File: config.mk
export PLATFORM = sky130hd
export DESIGN_NAME = acc_core
export DESIGN_NICKNAME = d
export VERILOG_FILES = /design/src/rtl/acc_core.sv
export SDC_FILE = /design/constraint.sdc
export NUM_CORES = 1
export LEC_CHECK = 0
export ABC_AREA = 1
export BUFFER_PORTS_ARGS = -buffer_cell sky130_fd_sc_hd__buf_2
export CAP_MARGIN = 30
export CORE_MARGIN = 5
export CORE_UTILIZATION = 55
export CTS_CLUSTER_DIAMETER = 150
export DETAILED_ROUTE_END_ITERATION = 12
export PLACE_DENSITY = 0.83
export SLEW_MARGIN = 20
export SYNTH_ARGS = -nofsm -noshare
export SYNTH_HDL_FRONTEND = slang
export SYNTH_SLANG_ARGS = --single-unit
File: constraint.sdc
create_clock -name clk -period 3.2 [get_ports clk]
set_input_delay 0.8 -clock clk [delete_from_list [all_inputs] [get_ports clk]]
set_output_delay 0.8 -clock clk [all_outputs]
set_load 0.02 [all_outputs]
File: src/rtl/acc_core.sv
module acc_core #(
  parameter int DATA_W = 16,
  parameter int ADDR_W = 12
) (
  input  logic              clk,
  input  logic              rst_n,
  input  logic [DATA_W-1:0] mem_rdata,
  output logic [ADDR_W-1:0] mem_addr,
  output logic [DATA_W-1:0] mem_wdata,
  output logic              mem_we,
  output logic              halted
);
  localparam int OP_W  = DATA_W - ADDR_W;
  localparam int NSTEP = 8;
  localparam int NSRC  = 5;
  localparam int S_PC = 0, S_MDR = 1, S_IR = 2, S_A = 3, S_C = 4;
  localparam int OP_ST = 1, OP_LD = 2, OP_ADD = 3, OP_END = 4, OP_JMP = 5;

  logic [NSTEP-1:0]  t;
  logic [ADDR_W-1:0] pc, mar;
  logic [DATA_W-1:0] mdr, ir, a, c, bus;
  logic [OP_W-1:0]   op;
  logic              halt_q, run, last;
  logic [5:1]        dec;
  logic [NSRC-1:0]   bus_sel;
  logic st_a2mdr, st_wr, rd_mdr, ld_a, add_c, add_a, stop, jmp;

  assign run = !halt_q;

  for (genvar k = 1; k < 6; k++) begin : g_dec
    assign dec[k] = run && (op == OP_W'(k));
  end

  assign st_a2mdr = t[5] & dec[OP_ST];
  assign st_wr    = t[6] & dec[OP_ST];
  assign rd_mdr   = t[5] & (dec[OP_LD] | dec[OP_ADD]);
  assign ld_a     = t[6] & dec[OP_LD];
  assign add_c    = t[6] & dec[OP_ADD];
  assign add_a    = t[7] & dec[OP_ADD];
  assign stop     = t[5] & dec[OP_END];
  assign jmp      = t[5] & dec[OP_JMP];

  assign last = (t[5] & ~(dec[OP_ST] | dec[OP_LD] | dec[OP_ADD]))
              | (t[6] & (dec[OP_ST] | dec[OP_LD]))
              | t[7];

  assign bus_sel[S_PC]  = run & t[0];
  assign bus_sel[S_MDR] = (run & t[2]) | ld_a | add_c;
  assign bus_sel[S_IR]  = (run & t[3]) | jmp;
  assign bus_sel[S_A]   = st_a2mdr;
  assign bus_sel[S_C]   = add_a;

  assign bus = ({DATA_W{bus_sel[S_PC]}}  & {{OP_W{1'b0}}, pc})
             | ({DATA_W{bus_sel[S_MDR]}} & mdr)
             | ({DATA_W{bus_sel[S_IR]}}  & {{OP_W{1'b0}}, ir[ADDR_W-1:0]})
             | ({DATA_W{bus_sel[S_A]}}   & a)
             | ({DATA_W{bus_sel[S_C]}}   & c);

  always_ff @(posedge clk or negedge rst_n) begin
    if (!rst_n) begin
      t      <= NSTEP'(1);
      pc     <= '0;
      mar    <= '0;
      mdr    <= '0;
      ir     <= '0;
      a      <= '0;
      c      <= '0;
      op     <= '0;
      halt_q <= 1'b0;
    end else if (run) begin
      t <= last ? NSTEP'(1) : (t << 1);
      if (t[0] | t[3]) mar <= bus[ADDR_W-1:0];
      if (t[1]) pc <= pc + 1'b1;
      else if (jmp) pc <= bus[ADDR_W-1:0];
      if (t[1] | rd_mdr) mdr <= mem_rdata;
      else if (st_a2mdr) mdr <= bus;
      if (t[2]) ir <= bus;
      if (t[4]) op <= ir[DATA_W-1:ADDR_W];
      if (ld_a | add_a) a <= bus;
      if (add_c) c <= a + bus;
      if (stop) halt_q <= 1'b1;
    end
  end

  assign mem_addr  = mar;
  assign mem_wdata = mdr;
  assign mem_we    = st_wr;
  assign halted    = halt_q;
endmodule

---- Yosys cells after proc, flatten, opt, wreduce, memory -nomap -nowiden ----
Cells that the tools add are included.
storage, ports and cells
  output and inout port bits .............. 30
  flip-flop bits (word level) ............. 101
cells by class
  equality and inequality tests ........... 5
  reduce and logical (&&, ||, !) cells .... 15
  $add $sub $neg .......................... 2
  bitwise operators ....................... 35
  mux-type cells .......................... 7
operator list
  kind                   count
  $or 16x16->16          4
  $and 16x16->16         3
  $and 16x12->16         2
  $mux 16                2
  $mux 12                2
  $add 16x16->16         1
  $reduce_and 2->1       7
  $and 1x1->1            13
  $add 12x1->12 const B  1
  $or 1x1->1             11
  $eq 4x2->1 const B     2
  $eq 4x3->1 const B     2
  $mux 8                 1
  $logic_and 1x1->1      5
  $eq 4x1->1 const B     1
  $reduce_bool 2->1      2
  $mux 1                 2
  $not 1->1              2
  $logic_not 1->1        1

---- Depth between registers and ports, before layout ----
Gate-level depths: netlist of the first run.
  depth after elaboration ................. 12
  gate-level depth with buffers ........... 20

---- Worst setup path after synthesis of the first run ----
No wires, ideal clock.
  kind .................................... register to register
  start point ............................. register halt_q, in the netlist halted
  end point ............................... register c[12]
  period minus slack after synthesis ...... 2,804 ps
  setup slack ............................. 396 ps
  arrival ................................. 2,687 ps
  library setup time ...................... 118 ps
  path buffers ............................ 2
  cell stages (with the launch flop) ...... 17
  cells stage by stage .................... dfrtp_1 buf_6 inv_2 nand2_2 nand2_2 buf_4 a21oi_2 nand4_4 ha_1 fa_1 nand3_1 nand2_1 nand3_1 nand3_1 or2_2 nand3_1 nand2_1
between the ends
  longest elaborated chain between the ends .. 11
  elaborated cells on any way between the ends .. 28
  classes of those cells .................. 1 x add/sub; 21 x bitwise; 6 x reduce/logical
ends and longest elaborated chain
  item                      line  RTL
  from (decl)               23    logic halt_q, run, last;
  from (signal assigned)    69    halt_q <= 1'b0;
  from (signal assigned)    81    if (stop) halt_q <= 1'b1;
  $logic_not 1->1 *         28    assign run = !halt_q;
  $logic_and 1x1->1         31    assign dec[k] = run && (op == OP_W'(k));
  $and 1x1->1               37    assign ld_a = t[6] & dec[OP_LD];
  $or 1x1->1 (2 in series)  48    assign bus_sel[S_MDR] = (run & t[2]) | ld_a | add_c;
  $and 16x16->16            54    | ({DATA_W{bus_sel[S_MDR]}} & mdr)
  $or 16x16->16             54
  $or 16x16->16             55    | ({DATA_W{bus_sel[S_IR]}} & {{OP_W{1'b0}}, ir[ADDR_W-1:0]})
  $or 16x16->16             56    | ({DATA_W{bus_sel[S_A]}} & a)
  $or 16x16->16 *           57    | ({DATA_W{bus_sel[S_C]}} & c);
  named net bus[0]          21    logic [DATA_W-1:0] mdr, ir, a, c, bus;
  $add 16x16->16 *          80    if (add_c) c <= a + bus;
  to (signal assigned)      80
  to (decl)                 21
The timed path passes the listed nets; every way through them passes the cells marked *.
A chain may end at the register's enable or synchronous reset.

---- Final worst setup path of the first run ----
Same ends and word-level chain as after synthesis.

==> impl_metrics.csv, run 1 <==
group,metric,value,unit
run_status,outcome,"complete, no violations",
critical_path,rr_worst_depth,14,
pwr,p_total,2.19,mW
critical_path,r2r_slack,0.22,ns
placed_design,dpl_cell_area,6270,µm²
sta,fin_crit_sh,93.0,%
logic_synthesis,synth.ff_latch_count,101,
global_routing,antenna_found_initial,0,
drt,dr_total_vias,5343,
logic_synthesis,synth_warnings,0,
sta,clock.fmax,0.336,GHz
clock_tree,root_buffer,"clkbuf_8",
floorplanning,die_width,114,µm
sta,skew,0.0210,ns
drt,wl_per_cell,15.6,µm
logic_synthesis,yosys-top-cells-count,"nand2_1 (239), dfrtp_1 (100), nor2_1 (78), a21oi_1 (59), inv_1 (57)",
sta,tightest_slew,0.752,ns
logic_synthesis,synthMostInstantiatedCell,"nand2_1",
placed_design,dpl.cell_count,945,
sta,tns,0,ns
floorplanning,core,10400,µm²
drt,drc,0,
final_layout,final_util,62.2,%
drt,antenna_left,0,
clock_tree,cts_setup_buffers,0,
logic_synthesis,synth_top_area_cell,"dfrtp_1",
final_layout,stdcell_area,6480,µm²
logic_synthesis,synth_edf_count,0,
job,cap_violations,0,
logic_synthesis,synth.avg_cell_area,7.68,µm²
logic_synthesis,synth-async-reset-ratio,100,%
critical_path,cp-startpoint,"halted",
floorplanning,ios,48,
logic_synthesis,synth_top_area_share,42.3,%
critical_path,critical_path_class,"flop to flop",
logic_synthesis,synthFlopType,"dfrtp_1",
critical_path,cp.arrival,3.25,ns
hold_path,min_path_type,"input port to asynchronous set/reset pin",
final_layout,area_growth,9.59,%
global_routing,grt_pass1_wl,25.1,mm
logic_synthesis,mappedNetlistArea,5910,µm²
global_routing,grt_max_degree,51,
sta,layout_setup_ws,0.224,ns
pwr,vdd_drop_max,0.000390,V
placed_design,dp_slack,0.202,ns
critical_path,rr_startpoint,"halted",
floorplanning,die_area,12900,µm²
floorplanning,die_y,114,µm
sta,hold_viol,0,
clock_tree,clk_latency,0.39,ns
global_routing,track_usage,24.4,%
clock_tree,clkSinkCount,101,
pwr,power_leakage,3.23,nW
sta,grt_setup_unrepaired,"no",
clock_tree,cts_max_level,3,
clock_tree,numCtsBuffers,9,
final_layout,drive_gt1_share,16.1,%
logic_synthesis,ys_seq_area_share,42.8,%
pwr,p_comb_share,1.7,%
sta,max_slew_margin,49.5,%
global_routing,grt_pass1_vias,4967,
pwr,switchingPower,0.460,mW
pwr,swShare,21.0,%
sta,setup_viol,0,
critical_path,startpoint_type,"flop",
critical_path,worstPathRequired,3.47,ns
drt,viasPerCell,5.56,
critical_path,cp-end-kind,"flop",
logic_synthesis,syn_inst,770,
logic_synthesis,ys_types,42,
placed_design,hpwlAfterDp,11.1,mm
pwr,power_frac_seq,58.3,%
clock_tree,path_clk_slew,0.10,ns
logic_synthesis,synthTopCellsByArea,"dfrtp_1 (42%), nand2_1 (15%), a21oi_1 (5.0%)",
pwr,internal_power,1.73,mW
drt,wl,15.0,mm
clock_tree,cts_tree,"done",
final_layout,nNetsFinal,855,
placed_design,gp_congestion,0.903,
critical_path,worstReg2RegEnd,"c[12]",
pwr,clkPwrFrac,40.0,%
drt,drt_pass1_iterations,6,
clock_tree,clock_path_buffers,2,
pwr,cellPowerDensity,338,nW/µm²
final_layout,fin_cells,961,
global_routing,grt-ovfl-total,0,
logic_synthesis,synth_nets,805,
sta,maxSlewViolCount,0,
drt,drt_iter0_markers,496,
critical_path,worstSetupEndpoint,"c[12]",
floorplanning,start_util,56.8,%
placed_design,portBuffers,47,
critical_path,critPathMaxFanout,11,
sta,hold_slack,0.422,ns
floorplanning,core.rowCount,37,
sta,min_period,2.98,ns
final_layout,n_antenna_cell,0,
-- power groups by stage --
stage,Sequential (mW),Clock (mW),Combinational (mW)
finish,1.28,0.875,0.0382
global route,1.28,0.946,0.0457
CTS,1.28,0.888,0.0402
detailed placement,1.30,0,0.0400
global placement,1.30,0,0.0394
floorplan,1.30,0,0.000239
-- worst max-delay path, stage by stage, from the launching register on --
cell	delay, ns
dfrtp_2	0.49
nor2_8	0.16
nand3_1	0.12
nand2_2	0.26
buf_4	0.22
nand2_1	0.15
nand2_1	0.14
ha_1	0.29
a21oi_1	0.29
o21ai_0	0.17
nand2_1	0.08
nand3_1	0.08
or2_2	0.28
nand3_1	0.07
nand2_1	0.05
-- repair_timing --
item / in CTS / in global routing
resized for setup: 0 / 3
hold buffers: 0 / 0
setup endpoints to repair: 0 / 3
-- placed cells by master (no fill, tap or decap), types with 9 or more instances in the layout --
cell      Yosys  layout
inv_1        57      57
a31oi_1      18      18
o21ai_0      35      35
nand2_2      19      19
nand3_1      53      53
dfrtp_1     100      98
buf_4         5      18
buf_2         8      46
a21oi_1      59      59
nor2_1       78      77
clkbuf_8      0       9
ha_1         16      16
nand2_1     239     239
-- metal layers --
metal	vias to the layer above	GRT usage, %	wire [µm]
met5	-	0	0
met4	0	9.13	357
met3	33	5.25	1080
met2	207	37.8	6840
met1	2483	33.6	6680
li1	2620	-	-
-- sequential cells by signal, indices dropped and copies added (netlist names) --
name	flops
mem_wdata	16
ir	16
mem_addr	12
pc	12
c	16
op	4
t	8
a	16
halted	1
-- worst min path at each step --
stage	start	end	depth (start not counted)
6_report	rst_n	t[6]	1
2_1_floorplan	c[0]	c[0]	2
4_1_cts	rst_n	mem_addr[4]	1
3_3_place_gp	c[1]	c[1]	2
3_5_place_dp	c[1]	c[1]	2
5_1_grt	rst_n	op[2]	1
-- cell families (layout without fill, tap and decap cells) --
kind of cell,after synthesis,count (layout),synth area share (%)
and+or+nand+nor,424,424,32.7
AOI/OAI and AO/OA,132,132,12.7
DFF,101,101,42.8
buffers and inverters,89,144,7.05
adders and majority gates,17,17,3.72
xor gates and xnor gates,7,7,1.04
-- area by class of cell --
type                       instances  area [µm²]
inverter                          64         240
sequential                       101        2530
clock buffer                      14         143
multi-input combinational        580        2970
timing repair buffer              64         365
tap                              136         170
fill                             946        3940
clock inverter                     2        60.1
(Power assumes the default switching activity.)
==> run 2, diff against run 1 <==
ABC_AREA = 0   (was 1)
PLACE_DENSITY = 0.84   (was 0.83)
==> run 2 against run 1 <==
Against the previous run: wire length is 0.10% higher; worst setup slack worse by 0.12 ns; maximum frequency is 3.9% lower; sequential share of layout area rose by 0.91 points; synthesized cell count shrank 23%; first-iteration DRC count grew 23%; hold slack improved by 0.013 ns; register-to-register slack got worse by 0.12 ns; combinational power rose by 11%; power down 5.8%; clock power decreased by 15%; count of clock-buffer cells in the layout shrank 5.
==> impl_metrics.csv, run 2 <==
group,metric,value,unit
run_status,outcome,"complete, no violations",
pwr,swShare,24.0,%
logic_synthesis,yosys-top-cells-count,"dfrtp_1 (100), nand2_1 (93), a21oi_1 (59), o21ai_1 (43), nor2_1 (42)",
pwr,power_leakage,2.94,nW
final_layout,final_util,65.4,%
sta,max_slew_margin,45.8,%
final_layout,stdcell_area,6340,µm²
logic_synthesis,syn_inst,595,
drt,drt_iter0_markers,609,
sta,min_period,3.10,ns
global_routing,antenna_found_initial,0,
global_routing,grt_max_degree,54,
logic_synthesis,synth_top_area_share,46.4,%
pwr,switchingPower,0.495,mW
sta,maxSlewViolCount,0,
logic_synthesis,mappedNetlistArea,5390,µm²
clock_tree,cts_tree,"done",
sta,grt_setup_unrepaired,"yes",
job,cap_violations,0,
sta,setup_viol,0,
clock_tree,clkSinkCount,101,
critical_path,cp-end-kind,"flop",
critical_path,rr_worst_depth,14,
sta,clock.fmax,0.323,GHz
drt,wl,15.0,mm
global_routing,grt-ovfl-total,0,
floorplanning,die_width,109,µm
global_routing,globalRouteMet1Util,34.4,%
sta,hold_slack,0.436,ns
sta,hold_viol,0,
critical_path,worstPathRequired,3.49,ns
clock_tree,cts_max_level,3,
pwr,power_frac_seq,62.0,%
drt,antenna_left,0,
critical_path,startpoint_type,"flop",
logic_synthesis,synth.avg_cell_area,9.06,µm²
drt,viasPerCell,6.23,
critical_path,cp.arrival,3.39,ns
clock_tree,numCtsBuffers,9,
final_layout,area_growth,17.5,%
final_layout,final_cell_mix,"dfrtp_1 (97), nand2_1 (93), a21oi_1 (48), buf_4 (48), buf_2 (46)",
sta,layout_setup_ws,0.103,ns
floorplanning,core.rowCount,36,
critical_path,critPathMaxFanout,7,
global_routing,track_usage,26.0,%
sta,skew,0.0124,ns
final_layout,nNetsFinal,703,
clock_tree,hold_buffers,0,
floorplanning,die_y,109,µm
placed_design,hpwlAfterDp,10.5,mm
sta,fin_crit_sh,96.8,%
floorplanning,start_util,55.7,%
global_routing,grt_pass1_vias,4769,
logic_synthesis,synth-async-reset-ratio,100,%
floorplanning,die_area,11900,µm²
placed_design,portBuffers,47,
sta,tightest_slew,0.810,ns
pwr,p_comb_share,2.1,%
placed_design,dpl_cell_area,5960,µm²
clock_tree,path_clk_slew,0.10,ns
drt,drc,0,
placed_design,gp_congestion,0.959,
global_routing,use_met2,42.2,%
clock_tree,clk_latency,0.39,ns
logic_synthesis,synth_top_area_cell,"dfrtp_1",
global_routing,top_usage_layer,"met2",
drt,dr_total_vias,5016,
global_routing,gr-usage-met3,4.62,%
logic_synthesis,ys_types,64,
logic_synthesis,synth.ff_latch_count,101,
hold_path,min_path_type,"input port to asynchronous set/reset pin",
global_routing,grt_pass1_wl,23.8,mm
logic_synthesis,synth_edf_count,0,
drt,drt_pass1_iterations,7,
floorplanning,ios,48,
critical_path,r2r_slack,0.10,ns
logic_synthesis,synth_warnings,0,
pwr,vdd_drop_max,0.000168,V
final_layout,layout_commonest_cell,"dfrtp_1",
final_layout,n_antenna_cell,0,
logic_synthesis,synthTopCellsByArea,"dfrtp_1 (46%), nand2_1 (6.5%), a21oi_1 (5.5%)",
drt,wl_per_cell,18.6,µm
clock_tree,clock_path_buffers,2,
pwr,clkPwrFrac,35.9,%
logic_synthesis,synth_nets,630,
logic_synthesis,synthFlopType,"dfrtp_1",
critical_path,worstReg2RegEnd,"c[12]",
final_layout,drive_gt1_share,23.7,%
critical_path,rr_startpoint,"t[7]",
critical_path,critical_path_class,"flop to flop",
placed_design,dp_slack,-0.0476,ns
clock_tree,root_buffer,"clkbuf_8",
pwr,internal_power,1.57,mW
logic_synthesis,ys_seq_area_share,46.9,%
pwr,cellPowerDensity,325,nW/µm²
floorplanning,core,9680,µm²
logic_synthesis,synthMostInstantiatedCell,"dfrtp_1",
sta,tns,0,ns
## run 2: cell types whose count changed in the layout (fill, tap and decap cells not counted), moves of 16 or more
cell	delta
a31oi_1	-16
buf_4	+30
inv_1	-34
nand2_1	-146
nand2_2	-19
nand3_1	-40
nor2_1	-38
o21ai_1	+42
## run 2: how the worst max path moves through the flow
stage / from / endpoint / slack (ns)
finish: t[7] / c[12] / 0.10
global route: t[7] / c[10] / -0.11
CTS: t[7] / c[12] / -0.03
detailed placement: op[1] / c[14] / -0.05
global placement: op[2] / c[10] / 0.06
floorplan: halted / c[11] / 0.0006
## run 2: critical path: stages (launching register included)
cell	delay, ns
dfrtp_1	0.45
nand2_1	0.16
nor4_4	0.07
buf_4	0.17
a222oi_1	0.30
nand2_1	0.12
a21oi_2	0.15
inv_1	0.06
ha_2	0.39
a21oi_2	0.09
o211ai_1	0.33
nand3_1	0.18
a2111oi_2	0.37
a31oi_1	0.07
o311ai_1	0.09
## run 2: power by group through the flow
stage	logic, mW	clock network [mW]	registers, mW
finish	0.0425	0.740	1.28
global route	0.0497	0.793	1.28
CTS	0.0442	0.744	1.28
detailed placement	0.0442	0	1.30
global placement	0.0432	0	1.30
floorplan	0.00118	0	1.30
## run 2: through the flow
| step | cells | power (mW) |
|---|---|---|
| 4_1_cts | 795 | 2.07 |
| 3_5_place_dp | 778 | 1.35 |
| 3_3_place_gp | 777 | 1.35 |
| 2_1_floorplan | 595 | 1.31 |
| 6_report | 805 | 2.06 |
| 5_1_grt | 805 | 2.12 |
## run 2: layer usage
layer / vias up / share of wire, %
met5: - / 0
met4: 0 / 2.9
met3: 40 / 9.2
met2: 266 / 48
met1: 2408 / 40
li1: 2302 / -
## run 2: cell type report
cell class | instances | area (µm²)
flip-flops and latches | 101 | 2530
clock inverters | 6 | 41.3
clock buffers | 9 | 124
multi-input cells | 435 | 2760
fillers | 752 | 3350
well taps | 133 | 166
inverters | 25 | 93.8
repair buffers | 96 | 622
## run 2: what timing repair did
| action | in CTS | in global routing |
|---|---|---|
| gates resized for setup | 5 | 29 |
| endpoints found under the setup margin | 6 | 9 |
| pin swaps | 3 | 13 |
| buffers inserted | 2 | 10 |
## run 2: cells by family after synthesis
family	after synthesis	synth area share, %
flip-flops	101	46.9
XOR/XNOR	10	1.62
multiplexers	12	2.41
AND/OR/NAND/NOR	191	16.4
adder cells (fa/ha/maj)	17	4.08
AO/OA/AOI/OAI	205	24.2
buffers and inverters	59	4.36
